--- src/rtl/dit_pkg.sv ---
package dit_pkg;
    localparam int A_WIDTH   = 10;
    localparam int B_WIDTH   = 8;
    localparam int B_DIVIDE  = 16;

    localparam logic [7:0] ADDR_A_HI = 8'h24;
    localparam logic [7:0] ADDR_A_LO = 8'h25;
    localparam logic [7:0] ADDR_B    = 8'h26;
    localparam logic [7:0] ADDR_CTRL = 8'h27;

    typedef enum logic {
        T_IDLE = 1'b0,
        T_RUN  = 1'b1
    } tmr_state_t;
endpackage

--- src/rtl/dit_regs.sv ---
module dit_regs #(
    parameter int A_W = dit_pkg::A_WIDTH,
    parameter int B_W = dit_pkg::B_WIDTH
) (
    input  logic           clk,
    input  logic           rst_n,
    input  logic           wr_en,
    input  logic [7:0]     wr_addr,
    input  logic [7:0]     wr_data,
    output logic [A_W-1:0] reload_a,
    output logic [B_W-1:0] reload_b,
    output logic           load_a,
    output logic           load_b,
    output logic           en_a,
    output logic           en_b,
    output logic           clr_a,
    output logic           clr_b
);
    import dit_pkg::*;

    localparam int LO_W = A_W - 8;

    logic [7:0] a_stage;
    logic       hit_hi, hit_lo, hit_b, hit_ctrl;

    assign hit_hi   = wr_en && (wr_addr == ADDR_A_HI);
    assign hit_lo   = wr_en && (wr_addr == ADDR_A_LO);
    assign hit_b    = wr_en && (wr_addr == ADDR_B);
    assign hit_ctrl = wr_en && (wr_addr == ADDR_CTRL);

    // Clear requests act in the write cycle and are not stored
    assign clr_a = hit_ctrl && wr_data[4];
    assign clr_b = hit_ctrl && wr_data[5];

    always_ff @(posedge clk) begin
        if (!rst_n) begin
            a_stage  <= '0;
            reload_a <= '0;
            reload_b <= '0;
            load_a   <= 1'b0;
            load_b   <= 1'b0;
            en_a     <= 1'b0;
            en_b     <= 1'b0;
        end else begin
            if (hit_hi) begin
                a_stage <= wr_data;
            end
            if (hit_lo) begin
                reload_a <= {a_stage, wr_data[LO_W-1:0]};
            end
            if (hit_b) begin
                reload_b <= wr_data[B_W-1:0];
            end
            if (hit_ctrl) begin
                load_a <= wr_data[0];
                load_b <= wr_data[1];
                en_a   <= wr_data[2];
                en_b   <= wr_data[3];
            end
        end
    end
endmodule

--- src/rtl/dit_prescaler.sv ---
module dit_prescaler #(
    parameter int DIV = dit_pkg::B_DIVIDE
) (
    input  logic clk,
    input  logic rst_n,
    input  logic hold,
    input  logic tick_in,
    output logic tick_out
);
    localparam int PW = (DIV > 1) ? $clog2(DIV) : 1;
    localparam logic [PW-1:0] LAST = PW'(DIV - 1);

    logic [PW-1:0] phase;

    assign tick_out = tick_in && (phase == LAST);

    always_ff @(posedge clk) begin
        if (!rst_n || hold) begin
            phase <= '0;
        end else if (tick_in) begin
            phase <= (phase == LAST) ? '0 : phase + 1'b1;
        end
    end
endmodule

--- src/rtl/dit_timer.sv ---
module dit_timer #(
    parameter int W = 8
) (
    input  logic         clk,
    input  logic         rst_n,
    input  logic         tick,
    input  logic         load,
    input  logic         enable,
    input  logic         clr,
    input  logic [W-1:0] reload,
    output logic         flag,
    output logic         ovf,
    output logic         running
);
    import dit_pkg::*;

    localparam int CW = W + 1;
    localparam logic [CW-1:0] SPAN = CW'(2 ** W);

    tmr_state_t    state, state_nx;
    logic [CW-1:0] count, count_nx, period;
    logic          flag_nx;

    assign period  = SPAN - {1'b0, reload};
    assign running = (state == T_RUN);

    // State register
    always_ff @(posedge clk) begin
        if (!rst_n) begin
            state <= T_IDLE;
            count <= '0;
            flag  <= 1'b0;
        end else begin
            state <= state_nx;
            count <= count_nx;
            flag  <= flag_nx;
        end
    end

    // Transitions and outputs
    always_comb begin
        state_nx = state;
        count_nx = count;
        ovf      = 1'b0;
        unique case (state)
            T_IDLE: begin
                if (load) begin
                    state_nx = T_RUN;     // START
                    count_nx = period;
                end
            end
            T_RUN: begin
                if (!load) begin
                    state_nx = T_IDLE;    // STOP
                end else if (tick) begin
                    if (count == CW'(1)) begin
                        ovf      = 1'b1;  // EXPIRE
                        count_nx = period;
                    end else begin
                        count_nx = count - 1'b1;
                    end
                end
            end
            default: state_nx = T_IDLE;
        endcase
        flag_nx = flag;
        if (clr) begin
            flag_nx = 1'b0;
        end
        if (ovf && enable) begin
            flag_nx = 1'b1;
        end
    end
endmodule

--- src/rtl/dual_interval_timer.sv ---
module dual_interval_timer #(
    parameter int A_W = dit_pkg::A_WIDTH,
    parameter int B_W = dit_pkg::B_WIDTH,
    parameter int B_DIV = dit_pkg::B_DIVIDE
) (
    input  logic       clk,
    input  logic       rst_n,
    input  logic       tick_en,
    input  logic       wr_en,
    input  logic [7:0] wr_addr,
    input  logic [7:0] wr_data,
    output logic [7:0] status,
    output logic       flag_a,
    output logic       flag_b
);
    logic [A_W-1:0] reload_a;
    logic [B_W-1:0] reload_b;
    logic load_a, load_b, en_a, en_b, clr_a, clr_b;
    logic ovf_a, ovf_b, run_a, run_b, b_tick;

    dit_regs #(.A_W(A_W), .B_W(B_W)) u_regs (
        .clk(clk), .rst_n(rst_n),
        .wr_en(wr_en), .wr_addr(wr_addr), .wr_data(wr_data),
        .reload_a(reload_a), .reload_b(reload_b),
        .load_a(load_a), .load_b(load_b),
        .en_a(en_a), .en_b(en_b),
        .clr_a(clr_a), .clr_b(clr_b)
    );

    dit_timer #(.W(A_W)) u_tmr_a (
        .clk(clk), .rst_n(rst_n), .tick(tick_en),
        .load(load_a), .enable(en_a), .clr(clr_a), .reload(reload_a),
        .flag(flag_a), .ovf(ovf_a), .running(run_a)
    );

    dit_prescaler #(.DIV(B_DIV)) u_pre_b (
        .clk(clk), .rst_n(rst_n), .hold(!run_b),
        .tick_in(tick_en), .tick_out(b_tick)
    );

    dit_timer #(.W(B_W)) u_tmr_b (
        .clk(clk), .rst_n(rst_n), .tick(b_tick),
        .load(load_b), .enable(en_b), .clr(clr_b), .reload(reload_b),
        .flag(flag_b), .ovf(ovf_b), .running(run_b)
    );

    assign status = {6'b0, flag_b, flag_a};
endmodule

--- config.mk ---
export PLATFORM = sky130hd
export DESIGN_NAME = dual_interval_timer
export DESIGN_NICKNAME = d
export VERILOG_FILES = /design/src/rtl/dit_pkg.sv /design/src/rtl/dit_regs.sv /design/src/rtl/dit_prescaler.sv /design/src/rtl/dit_timer.sv /design/src/rtl/dual_interval_timer.sv
export SDC_FILE = /design/constraint.sdc
export NUM_CORES = 1
export LEC_CHECK = 0
export ABC_CLOCK_PERIOD_IN_PS = 3200
export BUFFER_PORTS_ARGS = -buffer_cell sky130_fd_sc_hd__buf_2
export CORE_UTILIZATION = 40
export DETAILED_ROUTE_END_ITERATION = 10
export PLACE_DENSITY = 0.6
export SLEW_MARGIN = 20
export SYNTH_ARGS = -nofsm -noshare
export SYNTH_HDL_FRONTEND = slang
export SYNTH_SLANG_ARGS = --single-unit
--- constraint.sdc ---
create_clock -name clk -period 3.2 [get_ports clk]
set_input_delay 0.16 -clock clk [delete_from_list [all_inputs] [get_ports clk]]
set_output_delay 0.16 -clock clk [all_outputs]
set_load 0.05 [all_outputs]
==> impl_metrics.py <==
metrics = {
    "min_path": {
        "worstHoldPathType": "primary input to flop",
        "min-delay-start": "wr_data[6]",
    },
    "grt": {
        "gr-usage-all-layers_pct": 19.1,
        "grt_pass1_vias": 2315,
        "grt_pass1_wl_um": 11600,
        "grt_max_degree": 23,
        "grt-ovfl-total": 0,
        "antenna_found_initial": 0,
    },
    "die": {
        "die_area_sq_mm": 0.00803,
        "start_util_pct": 41.9,
        "num_rows": 31,
        "chipWidth_um": 89.6,
        "die_h_um": 89.6,
        "pin_count": 30,
        "core_sq_mm": 0.00733,
    },
    "worst_setup_path": {
        "cp_top_family": "compound AO/OA/AOI/OAI gates",
        "cp-startpoint": "u_pre_b.phase[0]",
        "critPathLaunchType": "flop",
        "r2r_start": "u_pre_b.phase[0]",
        "crit_fanout": 15,
        "cp.required_ps": 3400,
        "cp_num_buf_inv": 0,
        "worstPathArrival_ps": 2450,
        "path_class": "flop to flop",
        "end_kind": "flop",
        "worstPathCellList": "ha_1 -> nand4_1 -> a21boi_1 -> o21ai_0 -> a22oi_1 -> nor2_1",
        "slowest_stage": "a21boi_1",
        "slowest_delay_ps": 850,
    },
    "clock_network": {
        "cts-buffers-inserted": 9,
        "cts_htree_levels": 3,
        "clk_latency_ps": 340,
        "cts_resized": 0,
        "cts_setup_buffers": 0,
        "cts_buffer_depth": 2,
        "cts_tree": "built",
        "root_buffer": "clkbuf_8",
        "clk_pin_slew_ps": 70,
        "cts_hold_buf": 0,
        "numClockSinks": 58,
    },
    "drt": {
        "drt-met1-wl_um": 3290,
        "drc_errors": 0,
        "first_pass_iters": 4,
        "vias": 2612,
        "final_antenna_net_count": 0,
        "wl_per_cell_um": 13.9,
        "drt-vias-per-instance": 5.34,
        "dr_wl_met2_um": 3040,
        "drt_iter0_drc": 126,
        "highest_layer": "met4",
        "dr_wl_met3_um": 358,
        "drt-total-wl_um": 6800,
    },
    "finish": {
        "fin_nets": 412,
        "fin_util_pct": 46.4,
        "drive_gt1_share_pct": 12.8,
        "fin_area_sq_mm": 0.00340,
        "syn_to_final_growth_pct": 10.7,
        "final_cell_mix": "dfxtp_1 (58), nor2_1 (54), mux2i_1 (33)",
        "n_antenna_cell": 0,
        "fin_cells": 489,
        "layout_commonest_cell": "dfxtp_1",
    },
    "placement": {
        "placed_area_sq_mm": 0.00322,
        "routabilityCongestion": 0.838,
        "dp_cells": 473,
        "io_buffer_count": 23,
        "dp_hpwl_um": 4950,
    },
    "timing": {
        "fmaxAchievable_ghz": 0.445,
        "post-route-period-util_pct": 70.2,
        "worst_slew_pin_slew_ps": 1010,
        "post-route-min-period_ps": 2240,
        "maxSlewHeadroom_pct": 32.6,
        "drv_slew": 0,
        "hold_viol_final": 0,
        "setup_violations": 0,
        "tns_ps": 0,
        "finClkSkew_ps": 12.3,
        "rsz0062_at_grt": "false",
    },
    "synthesis": {
        "synth-xor-area-share_pct": 4.28,
        "ys_seq_elements": 58,
        "ys.flop_type": "dfxtp_1",
        "synth_edf_count": 0,
        "synth_top_family_by_area": "simple AND/OR/NAND/NOR gates",
        "synth-compound-area-share_pct": 15.9,
        "synth-async-reset-ratio_pct": 0,
        "yosys-mux-area-fraction_pct": 10.8,
        "ys_types": 52,
        "netlist_instances": 366,
        "ys_seq_area_share_pct": 37.8,
        "synthAdderAreaFrac_pct": 2.85,
        "synth-simple-area-share_pct": 22.1,
        "syn_avg_cell_area_sq_um": 8.39,
        "yosys_warnings": 0,
        "netlist_area_sq_mm": 0.00307,
    },
    "pwr": {
        "switching_share_pct": 25.9,
        "vdd_ir_drop_max_uv": 311,
        "p_per_area_mw_per_mm2": 405,
        "p_clk_share_pct": 43.5,
        "comb_power_share_pct": 4.0,
        "p_int_uw": 1020,
        "p_leak_uw": 0.00144,
        "p_seq_share_pct": 52.4,
        "power_switching_uw": 356,
    },
    "run_status": {
        "outcome": "completed",
    },
    "run": {
        "maxCapViolCount": 0,
    },
}
## stage by stage
| step | setup WS [ps] | hold slack [ps] | total power (uW) |
|---|---|---|---|
| final | 955 | 93.8 | 1380 |
| after global placement | 1110 | 428 | 794 |
| after detailed placement | 954 | 435 | 795 |
| after CTS | 956 | 73.4 | 1400 |
| after global routing | 798 | 108 | 1440 |
| after floorplan | 1420 | 304 | 778 |
## layer usage
metal / GRT usage [%] / up-vias
li1: - / 1338
met1: 26.5 / 1192
met2: 28.9 / 74
met3: 4.84 / 8
met4: 6.35 / 0
met5: 0 / -
## registers in the layout, indices dropped and copies added, names as in the netlist
register,count
u_tmr_a.running,1
u_regs.en_b,1
u_regs.load_b,1
u_tmr_b.flag,1
u_regs.reload_b,8
u_tmr_a.flag,1
u_tmr_b.count,9
u_regs.load_a,1
u_tmr_b.running,1
u_tmr_a.count,11
u_regs.reload_a,10
u_pre_b.phase,4
u_regs.en_a,1
u_regs.a_stage,8
## synthesized netlist by cell type, types with 2 or more instances
cell type / instances / area [sq um]
nor3b_1: 6 / 45.0
buf_2: 5 / 25.0
a32o_1: 2 / 20.0
buf_4: 9 / 67.6
nor4b_1: 2 / 17.5
a21oi_1: 18 / 90.1
a21boi_0: 2 / 15.0
a31oi_1: 4 / 25.0
o21ai_0: 23 / 115
o21a_1: 3 / 22.5
nand2_1: 24 / 90.1
nor2_1: 54 / 203
nor3_1: 10 / 50.1
xor2_1: 11 / 96.3
clkbuf_1: 9 / 33.8
xnor2_1: 4 / 35.0
mux2i_1: 33 / 330
ha_1: 7 / 87.6
nand4_1: 6 / 37.5
o31ai_1: 5 / 37.5
nand3_1: 14 / 70.1
nor4_1: 7 / 43.8
dfxtp_1: 58 / 1160
nand3b_1: 2 / 15.0
or4_1: 4 / 30.0
o21ai_1: 2 / 10.0
inv_1: 13 / 48.8
o211ai_1: 5 / 37.5
## cells by family (layout without fill, tap and decap cells)
| logic type | Yosys count | in the layout |
|---|---|---|
| and+or+nand+nor | 138 | 138 |
| AOI/OAI and AO/OA | 76 | 76 |
| DFF | 58 | 58 |
| buffers and inverters | 38 | 57 |
| muxes | 33 | 33 |
| xor gates and xnor gates | 15 | 15 |
| adders and majority gates | 7 | 7 |
| other | 1 | 6 |
## power by group through the flow
stage / Clock (uW) / Combinational [uW] / Sequential [uW]
3_5_place_dp: 0 / 55.6 / 739
3_3_place_gp: 0 / 55.3 / 739
4_1_cts: 619 / 55.5 / 722
6_report: 600 / 55.2 / 722
2_1_floorplan: 0 / 39.3 / 739
5_1_grt: 656 / 60.2 / 722
## tightest hold or removal path, delay by kind of cell
family / cells / cell delay [ps]
and+or+nand+nor: 1 / 70
buffers and inverters: 1 / 100
muxes: 1 / 60
## area by class of cell
class | count | area, sq um
Sequential cell | 58 | 1160
Clock inverter | 7 | 55.1
Timing Repair Buffer | 27 | 145
Clock buffer | 9 | 124
Multi-Input combinational cell | 275 | 1740
Fill cell | 741 | 3930
Tap cell | 99 | 124
Inverter | 14 | 52.6
## final timing paths
| kind | slack [ps] | endpoint | cells past startpoint |
|---|---|---|---|
| max | 960 | u_tmr_b.count[3] | 6 |
| min | 90 | u_regs.reload_b[6] | 3 |
| max reg2reg | 960 | u_tmr_b.count[3] | 6 |
| min reg2reg | 480 | u_tmr_b.count[1] | 2 |
Note: power is estimated with default switching activity, not from simulation.
